`src/rtl/dds_pkg.sv`:
```
package dds_pkg;

    typedef enum logic [1:0] {
        CH_IDLE  = 2'd0,
        CH_ARMED = 2'd1,
        CH_RUN   = 2'd2
    } ch_state_e;

    typedef struct packed {
        logic wait_trig;
        logic enable;
    } ch_ctrl_t;

    localparam logic [3:0] REG_A_CTRL = 4'h0;
    localparam logic [3:0] REG_A_INC  = 4'h1;
    localparam logic [3:0] REG_SYNC   = 4'h3;
    localparam logic [3:0] REG_B_CTRL = 4'h4;
    localparam logic [3:0] REG_B_INC  = 4'h5;
    localparam logic [3:0] REG_TABLE  = 4'h8;

    localparam int TBL_IDX_LSB = 16;

endpackage

```
`src/rtl/dds_wave_ram.sv`:
```
module dds_wave_ram #(
    parameter int ADDR_W = 6,
    parameter int SAMP_W = 12,
    parameter int PORTS  = 2
) (
    input  logic                          clk,
    input  logic                          rst_n,
    input  logic                          we,
    input  logic [ADDR_W-1:0]             waddr,
    input  logic [SAMP_W-1:0]             wdata,
    input  logic [PORTS-1:0][ADDR_W-1:0]  raddr,
    output logic [PORTS-1:0][SAMP_W-1:0]  rdata
);
    localparam int DEPTH = 1 << ADDR_W;

    logic [SAMP_W-1:0] mem [DEPTH];

    always_ff @(posedge clk) begin
        if (we) begin
            mem[waddr] <= wdata;
        end
    end

    for (genvar g = 0; g < PORTS; g++) begin : g_rd
        always_ff @(posedge clk or negedge rst_n) begin
            if (!rst_n) begin
                rdata[g] <= '0;
            end else begin
                rdata[g] <= mem[raddr[g]];
            end
        end
    end

endmodule

```
`src/rtl/dds_regs.sv`:
```
module dds_regs
    import dds_pkg::*;
#(
    parameter int PHASE_W = 32,
    parameter int ADDR_W  = 6,
    parameter int SAMP_W  = 12
) (
    input  logic                         clk,
    input  logic                         rst_n,
    input  logic                         wr_en,
    input  logic [3:0]                   wr_addr,
    input  logic [PHASE_W-1:0]           wr_data,
    output ch_ctrl_t [1:0]               ctrl_o,
    output logic [1:0][PHASE_W-1:0]      inc_o,
    output logic                         sync_o,
    output logic                         pend_inc_o,
    output logic [PHASE_W-1:0]           shadow_inc_o,
    output logic                         tbl_we,
    output logic [ADDR_W-1:0]            tbl_waddr,
    output logic [SAMP_W-1:0]            tbl_wdata
);
    ch_ctrl_t               ctrl_q [2];
    logic [PHASE_W-1:0]     inc_q  [2];
    logic                   sync_q;
    ch_ctrl_t               shadow_ctrl_q;
    logic                   pend_ctrl_q;
    logic [PHASE_W-1:0]     shadow_inc_q;
    logic                   pend_inc_q;

    always_ff @(posedge clk or negedge rst_n) begin
        if (!rst_n) begin
            ctrl_q[0]     <= '0;
            ctrl_q[1]     <= '0;
            inc_q[0]      <= '0;
            inc_q[1]      <= '0;
            sync_q        <= 1'b0;
            shadow_ctrl_q <= '0;
            pend_ctrl_q   <= 1'b0;
            shadow_inc_q  <= '0;
            pend_inc_q    <= 1'b0;
        end else if (wr_en) begin
            case (wr_addr)
                REG_A_CTRL: begin
                    ctrl_q[0] <= ch_ctrl_t'(wr_data[1:0]);
                    if (pend_ctrl_q) begin
                        ctrl_q[1]   <= shadow_ctrl_q;
                        pend_ctrl_q <= 1'b0;
                    end
                end
                REG_A_INC: begin
                    inc_q[0] <= wr_data;
                    if (pend_inc_q) begin
                        inc_q[1]   <= shadow_inc_q;
                        pend_inc_q <= 1'b0;
                    end
                end
                REG_SYNC: begin
                    sync_q <= wr_data[0];
                end
                REG_B_CTRL: begin
                    if (sync_q) begin
                        shadow_ctrl_q <= ch_ctrl_t'(wr_data[1:0]);
                        pend_ctrl_q   <= 1'b1;
                    end else begin
                        ctrl_q[1] <= ch_ctrl_t'(wr_data[1:0]);
                    end
                end
                REG_B_INC: begin
                    if (sync_q) begin
                        shadow_inc_q <= wr_data;
                        pend_inc_q   <= 1'b1;
                    end else begin
                        inc_q[1] <= wr_data;
                    end
                end
                default: ;
            endcase
        end
    end

    always_comb begin
        for (int c = 0; c < 2; c++) begin
            ctrl_o[c] = ctrl_q[c];
            inc_o[c]  = inc_q[c];
        end
    end

    assign sync_o       = sync_q;
    assign pend_inc_o   = pend_inc_q;
    assign shadow_inc_o = shadow_inc_q;
    assign tbl_we       = wr_en && (wr_addr == REG_TABLE);
    assign tbl_waddr    = wr_data[TBL_IDX_LSB +: ADDR_W];
    assign tbl_wdata    = wr_data[SAMP_W-1:0];

endmodule

```
`src/rtl/dds_channel.sv`:
```
module dds_channel
    import dds_pkg::*;
#(
    parameter int PHASE_W = 32,
    parameter int ADDR_W  = 6,
    parameter int SAMP_W  = 12
) (
    input  logic                 clk,
    input  logic                 rst_n,
    input  ch_ctrl_t             ctrl,
    input  logic [PHASE_W-1:0]   inc,
    input  logic                 sample_en,
    input  logic                 trig,
    input  logic [SAMP_W-1:0]    rd_data,
    output logic [ADDR_W-1:0]    rd_addr,
    output logic [SAMP_W-1:0]    sample,
    output logic                 roll,
    output ch_state_e            state_o,
    output logic [PHASE_W-1:0]   acc_o
);
    ch_state_e            state_q, state_d;
    logic [PHASE_W-1:0]   acc_q;
    logic                 roll_q;
    logic                 run_q;

    // State register
    always_ff @(posedge clk or negedge rst_n) begin
        if (!rst_n) begin
            state_q <= CH_IDLE;
        end else begin
            state_q <= state_d;
        end
    end

    // Next-state logic
    always_comb begin
        state_d = state_q;
        unique case (state_q)
            CH_IDLE: begin
                if (ctrl.enable) begin
                    state_d = ctrl.wait_trig ? CH_ARMED : CH_RUN;
                end
            end
            CH_ARMED: begin
                if (!ctrl.enable) begin
                    state_d = CH_IDLE;
                end else if (trig) begin
                    state_d = CH_RUN;
                end
            end
            CH_RUN: begin
                if (!ctrl.enable) begin
                    state_d = CH_IDLE;
                end
            end
            default: state_d = CH_IDLE;
        endcase
    end

    // Outputs: accumulator, wrap pulse, output gating
    always_ff @(posedge clk or negedge rst_n) begin
        if (!rst_n) begin
            acc_q  <= '0;
            roll_q <= 1'b0;
            run_q  <= 1'b0;
        end else begin
            run_q <= (state_q == CH_RUN);
            if (state_q != CH_RUN) begin
                acc_q  <= '0;
                roll_q <= 1'b0;
            end else if (sample_en) begin
                {roll_q, acc_q} <= {1'b0, acc_q} + {1'b0, inc};
            end else begin
                roll_q <= 1'b0;
            end
        end
    end

    assign rd_addr = acc_q[PHASE_W-1 -: ADDR_W];
    assign sample  = run_q ? rd_data : '0;
    assign roll    = roll_q;
    assign state_o = state_q;
    assign acc_o   = acc_q;

endmodule

```
`src/rtl/dds_dual.sv`:
```
module dds_dual
    import dds_pkg::*;
#(
    parameter int PHASE_W = 32,
    parameter int ADDR_W  = 6,
    parameter int SAMP_W  = 12
) (
    input  logic                 clk,
    input  logic                 rst_n,
    input  logic                 wr_en,
    input  logic [3:0]           wr_addr,
    input  logic [PHASE_W-1:0]   wr_data,
    input  logic                 sample_en,
    input  logic                 trig_a,
    input  logic                 trig_b,
    output logic [SAMP_W-1:0]    sample_a,
    output logic [SAMP_W-1:0]    sample_b,
    output logic                 roll_a,
    output logic                 roll_b
);
    localparam int NCH = 2;

    ch_ctrl_t [NCH-1:0]               ch_ctrl;
    logic [NCH-1:0][PHASE_W-1:0]      ch_inc;
    logic                             sync_on;
    logic                             pend_inc_b;
    logic [PHASE_W-1:0]               shadow_inc_b;
    logic                             tbl_we;
    logic [ADDR_W-1:0]                tbl_waddr;
    logic [SAMP_W-1:0]                tbl_wdata;
    logic [NCH-1:0][ADDR_W-1:0]       rd_addr;
    logic [NCH-1:0][SAMP_W-1:0]       rd_data;
    logic [NCH-1:0][SAMP_W-1:0]       samp_v;
    logic [NCH-1:0]                   roll_v;
    logic [NCH-1:0]                   trig_v;
    ch_state_e                        ch_state [NCH];
    logic [PHASE_W-1:0]               ch_acc   [NCH];

    assign trig_v = {trig_b, trig_a};

    dds_regs #(.PHASE_W(PHASE_W), .ADDR_W(ADDR_W), .SAMP_W(SAMP_W)) u_regs (
        .clk          (clk),
        .rst_n        (rst_n),
        .wr_en        (wr_en),
        .wr_addr      (wr_addr),
        .wr_data      (wr_data),
        .ctrl_o       (ch_ctrl),
        .inc_o        (ch_inc),
        .sync_o       (sync_on),
        .pend_inc_o   (pend_inc_b),
        .shadow_inc_o (shadow_inc_b),
        .tbl_we       (tbl_we),
        .tbl_waddr    (tbl_waddr),
        .tbl_wdata    (tbl_wdata)
    );

    dds_wave_ram #(.ADDR_W(ADDR_W), .SAMP_W(SAMP_W), .PORTS(NCH)) u_ram (
        .clk   (clk),
        .rst_n (rst_n),
        .we    (tbl_we),
        .waddr (tbl_waddr),
        .wdata (tbl_wdata),
        .raddr (rd_addr),
        .rdata (rd_data)
    );

    for (genvar g = 0; g < NCH; g++) begin : g_ch
        dds_channel #(.PHASE_W(PHASE_W), .ADDR_W(ADDR_W), .SAMP_W(SAMP_W)) u_ch (
            .clk       (clk),
            .rst_n     (rst_n),
            .ctrl      (ch_ctrl[g]),
            .inc       (ch_inc[g]),
            .sample_en (sample_en),
            .trig      (trig_v[g]),
            .rd_data   (rd_data[g]),
            .rd_addr   (rd_addr[g]),
            .sample    (samp_v[g]),
            .roll      (roll_v[g]),
            .state_o   (ch_state[g]),
            .acc_o     (ch_acc[g])
        );
    end

    assign sample_a = samp_v[0];
    assign sample_b = samp_v[1];
    assign roll_a   = roll_v[0];
    assign roll_b   = roll_v[1];

endmodule

```
`config.mk`:
```
export PLATFORM = sky130hd
export DESIGN_NAME = dds_dual
export DESIGN_NICKNAME = d
export VERILOG_FILES = /design/src/rtl/dds_pkg.sv /design/src/rtl/dds_wave_ram.sv /design/src/rtl/dds_regs.sv /design/src/rtl/dds_channel.sv /design/src/rtl/dds_dual.sv
export SDC_FILE = /design/constraint.sdc
export NUM_CORES = 1
export LEC_CHECK = 0
export BUFFER_PORTS_ARGS = -buffer_cell sky130_fd_sc_hd__buf_2
export CORE_MARGIN = 1
export CORE_UTILIZATION = 30
export DETAILED_ROUTE_END_ITERATION = 12
export PLACE_DENSITY = 0.46
export RECOVER_POWER = 25
export SETUP_SLACK_MARGIN = 0.5
export SLEW_MARGIN = 10
export SYNTH_ARGS = -nofsm -noshare
export SYNTH_HDL_FRONTEND = slang
export SYNTH_SLANG_ARGS = --single-unit
```
`constraint.sdc`:
```
create_clock -name clk -period 2.5 [get_ports clk]
set_input_delay 0.375 -clock clk [delete_from_list [all_inputs] [get_ports clk]]
set_output_delay 0.375 -clock clk [all_outputs]
set_load 0.1 [all_outputs]
```
[Yosys cells after proc, flatten, opt, wreduce, memory -nomap -nowiden]
Memory sizes are Yosys's and may differ from the RTL's. A register that Yosys moved wholly into a read port is not among the register bits.
Cells that the tools add are included.
Storage, ports and cells
  register bits: 177
  bits in latches: 0
  bits in writable memories: 768
  bits in read-only memories: 0
  output and inout bits: 26
  logic and storage cells: 100
  memories kept: 1
Cells by class
  add/subtract/negate cells: 2
  multipliers: 0
  div/mod/pow operators: 0
  $lt $le $gt $ge: 0
  eq/ne operators: 23
  shifts and indexed selects: 0
  multiplexer cells: 33
  bitwise operators: 0
  reductions and logical operators: 21
Memories
  u_ram.mem: depth 64, width 12, read ports 2, clocked after memory_dff 2, write ports 1, line dds_wave_ram.sv:16  | logic [SAMP_W-1:0] mem [DEPTH];
Operators by type and width (number)
  32-bit 2-to-1 mux: 6
  32-bit by 32-bit adder with 33-bit output: 2
  32-bit case mux with 2 select lines: 1
  12-bit 2-to-1 mux: 2
  2-bit 2-to-1 mux: 12
  3-bit AND reduction: 6
  2-bit inequality test (second input constant): 8
  2-bit case mux with 3 select lines: 2
  4-bit by 3-bit equality test with 1-bit output (second input constant): 2
  2-bit by 1-bit inequality test with 1-bit output (second input constant): 4
  4-bit AND reduction: 2
  2-bit nonzero test: 4
  1-bit 2-to-1 mux: 7
  3-bit inequality test (second input constant): 2
  2-bit AND reduction: 3
  2-bit by 1-bit equality test with 1-bit output (second input constant): 2
  2-bit equality test (second input constant): 2
  4-bit by 1-bit equality test with 1-bit output (second input constant): 1
  4-bit by 2-bit equality test with 1-bit output (second input constant): 1
  4-bit equality test (second input constant): 1
  2-bit logical NOT: 2
  4-bit logical NOT: 1
  1-bit case mux with 2 select lines: 2
  2-bit case mux with 2 select lines: 1
  2 further kinds: 3

[Logic depth before layout (Yosys ltp)]
  depth in word-level cells: 4
  mapped depth: 11
  gate-level depth less buffers: 11

[Modules after synthesis]
A second synthesis with hierarchy kept.
Unflattened totals
  cells, all modules: 2821
  area, all modules: 47568.1 um^2
Modules (own cells, without submodules)
  dds_wave_ram: times used 1, cells each 1782, area an instance 36382.4 um^2, seq. area each 23662.7 um^2
  dds_regs: times used 1, cells each 293, area an instance 4793.3 um^2, seq. area each 2627.5 um^2
  dds_channel at g_ch[1].u_ch: times used 1, cells each 391, area an instance 3251.9 um^2, seq. area each 900.9 um^2
  dds_channel at g_ch[0].u_ch: times used 1, cells each 355, area an instance 3140.5 um^2, seq. area each 900.9 um^2

[Worst setup path after synthesis]
Ideal clock, no wire load.
  kind: reg-to-reg
  start point: register g_ch[0].u_ch.acc_q[26]
  end point: register u_ram.rdata[0] (netlist name), read port of u_ram.mem
  setup time: 137 ps
  arrival: 2366 ps
  data required time: 2363 ps
  path slack: -3 ps
  cell stages (with the launch flop): 8
  period minus slack after synthesis: 2503 ps
  cells stage by stage: dfrtp_1 -> clkbuf_1 -> buf_2 -> buf_2 -> mux4_2 -> mux4_2 -> a211oi_1 -> a21oi_1
RTL lines
  start: declaration: line dds_channel.sv:22  | logic [PHASE_W-1:0] acc_q;
  start signal: assignment: line dds_channel.sv:72  | {roll_q, acc_q} <= {1'b0, acc_q} + {1'b0, inc};
  end: declaration: line dds_wave_ram.sv:12  | output logic [PORTS-1:0][SAMP_W-1:0] rdata

==> impl_metrics.toml <==
[worst_hold_path]
hp-class = "input pin to flip-flop"

[placed_design]
placed_cell_area_um2 = 52900
dp.final_hpwl_mm = 104
numPortBuffers = 67
post-place-ws_ns = -0.700
gp_congestion = 0.851
dp_cells = 4899

[cts]
h-tree-depth = 3
cts_inserted_buffers = 108
cts-root-buf = "clkbuf_16"
cts_tree = "built"
clock_latency_ns = 0.72
cts.clk_slew.worst_paths_ns = 0.06
clock_path_buffers = 3
clock-sinks = 969

[die]
die_h_um = 395
io_pins = 68
initial_core_util_pct = 30.4
dieArea_um2 = 156000
rows = 143
die_w_um = 395
core_um2 = 153000

[grt]
antenna_found_initial = 7
grt_pass1_wl_mm = 227
grt_remaining_overflow = 0
track_usage_pct = 20.4
grt_pass1_vias = 29984
grt_start_max_net_pins = 65

[yosys]
synth-seq-cells = 969
ys_warn_count = 0
ys_types = 57
syn_inst = 2632
synth_area_um2 = 46400
synth_ff_type = "edfxtp_1"
syn_area_per_cell_um2 = 17.6
synth_nets = 2740
synth_edf_count = 768
ys_seq_area_share_pct = 60.5
async_flop_share_pct = 20.7

[detailed_routing]
viasPerCell = 5.46
drt_wl_total_mm = 160
num_vias = 28652
drc = 0
drt_iter0_drc = 2627
drtPass1Iterations = 7
ant_nets = 0
wl_per_cell_um = 30.5

[sta]
slew_headroom_pct = -41.4
rsz0062_at_grt = "yes"
setup-violations-final = 34
post-route-period-util_pct = 108
max_freq_mhz = 369
hold_ws_ns = 0.119
skew_ns = 0.0355
period_needed_ns = 2.71
tightest_slew_ns = 2.12
slew_viol_final = 295
hold_violations = 0
fin_setup_tns_ns = -3.52
timing.final.ws_setup_ns = -0.211

[pwr]
leakage_nw = 20.0
p_per_area_nw_per_um2 = 791
p_total_mw = 47.4
peakVddDrop_v = 0.000671

[cells_and_area]
fin_util_pct = 39.2
drive_gt1_share_pct = 46.9
fillers = 13873
final_cell_mix = "edfxtp_1 (768), mux4_2 (488), buf_4 (234)"
design_area_um2 = 60000
nets = 3224
final_common_cell = "edfxtp_1"
instances_no_fill = 5245
area_growth_pct = 29.2

[run_status]
status = "finished, violations left"
failed_checks = "capacitance limit, slew limit, setup timing"

[setup_path]
cp.arrival_ns = 3.29
startpoint_type = "flip-flop"
worstPathRequired_ns = 3.08
crit_type = "flip-flop to flip-flop"
crit_fanout = 5
crit_path_end_kind = "flip-flop"
worst-r2r-setup-slack_ns = -0.21

[flow_run]
maxCapViolCount = 9
-- worst max-delay path, cell delays in order (launching register included) --
cell      delay [ns]
dfrtp_4         0.49
buf_12          0.15
buf_12          0.14
buf_12          0.13
mux4_2          0.42
mux4_2          0.63
nor2b_4         0.19
a211oi_4        0.31
a21oi_1         0.10
-- sequential cells by signal, summed over array words and instances, names as in the netlist --
name,count
g_ch.u_ch.run_q,2
u_regs.shadow_inc_o,32
g_ch.u_ch.acc_o,64
u_ram.mem,768
u_regs.pend_ctrl_q,1
u_regs.shadow_ctrl_q,2
g_ch.u_ch.state_o,4
u_ram.rdata,24
u_regs.pend_inc_o,1
u_regs.inc_o,64
u_regs.sync_o,1
g_ch.u_ch.roll,2
u_regs.ctrl_o,4
-- per-layer routing --
| metal | vias up | track usage, % | part of all wire (%) |
|---|---|---|---|
| li1 | 11875 | - | - |
| met1 | 15507 | 28.4 | 43 |
| met2 | 1054 | 32.8 | 48 |
| met3 | 214 | 3.39 | 6.3 |
| met4 | 2 | 5.88 | 2.6 |
| met5 | - | 0 | 0.0081 |
-- layout make-up --
| class | instances | area, um^2 | share of cell area, % |
|---|---|---|---|
| flip-flops and latches | 969 | 28100 | 46.9 |
| multi-input cells | 1468 | 19000 | 31.7 |
| repair buffers | 546 | 6560 | 10.9 |
| clock buffers | 139 | 2970 | 4.96 |
| well taps | 2030 | 2540 | 4.24 |
| clock inverters | 65 | 642 | 1.07 |
| inverters | 23 | 86.3 | 0.144 |
| diodes | 5 | 12.5 | 0.0209 |
-- what timing repair did --
item	CTS	global route
hold buffers	19	0
buffers inserted	76	24
hold endpoints to repair	189	0
endpoints found under the setup margin	100	102
cloned	11	7
pin swaps	83	67
gates resized for setup	384	80
-- final timing paths --
| path | from | to | depth (start not counted) |
|---|---|---|---|
| max | g_ch[0].u_ch.acc_o[26]$_DFFE_PN0P_ | u_ram.rdata[5]$_DFF_PN0_ | 8 |
| min | wr_addr[0] | u_regs.sync_o$_DFFE_PN0P_ | 4 |
| max reg2reg | g_ch[0].u_ch.acc_o[26]$_DFFE_PN0P_ | u_ram.rdata[5]$_DFF_PN0_ | 8 |
| min reg2reg | g_ch[1].u_ch.acc_o[21]$_DFFE_PN0P_ | g_ch[1].u_ch.acc_o[21]$_DFFE_PN0P_ | 2 |
| max in group asynchronous | rst_n | u_regs.shadow_inc_o[0]$_DFFE_PN0P_ | 3 |
| min in group asynchronous | rst_n | g_ch[0].u_ch.acc_o[9]$_DFFE_PN0P_ | 2 |
-- cell usage after synthesis, drive strengths merged (3+ instances only) --
cell    instances  area, um^2
ha             64         801
nand2b          6        37.5
a211oi         26         195
nor4            6        37.5
buf            71         382
mux2           68         766
and2           28         175
nand4b          3        26.3
dfrtp         201        5030
nor2          177         664
o21ai          66         330
nand3          22         110
mux2i          65         651
mux4          488       11000
o21bai          4        30.0
o21a            7        52.6
nor2b          29         181
and3            9        56.3
a211o           3        26.3
inv            23        86.3
o211ai          5        37.5
a21o           26         195
nor3           12        60.1
a31oi          15        93.8
xnor2          26         228
clkbuf        101         379
nand2          90         338
edfxtp        768       23100
o22ai           4        25.0
nand3b          8        60.1
nand4          12        75.1
xor2           23         201
o31ai           8        60.1
a21oi         138         691
a21boi          3        22.5
-- cell families (layout without fill, tap and decap cells) --
logic type	after synthesis	after routing	synth area share (%)
other	0	5	0
multiplexers	621	621	26.7
XOR/XNOR	49	49	0.925
flip-flops	969	969	60.5
buffers and inverters	195	773	1.83
AO/OA/AOI/OAI	320	320	4.08
adder cells (fa/ha/maj)	66	66	1.81
AND/OR/NAND/NOR	412	412	4.10
-- power breakdown --
part	leakage, nW	switching [mW]	internal [mW]	total, mW
combinational	8.73	6.36	5.91	12.3
sequential	9.46	0.766	18.1	18.9
clock	1.78	6.84	9.45	16.3
No activity file was read; power rests on OpenSTA's default activity.
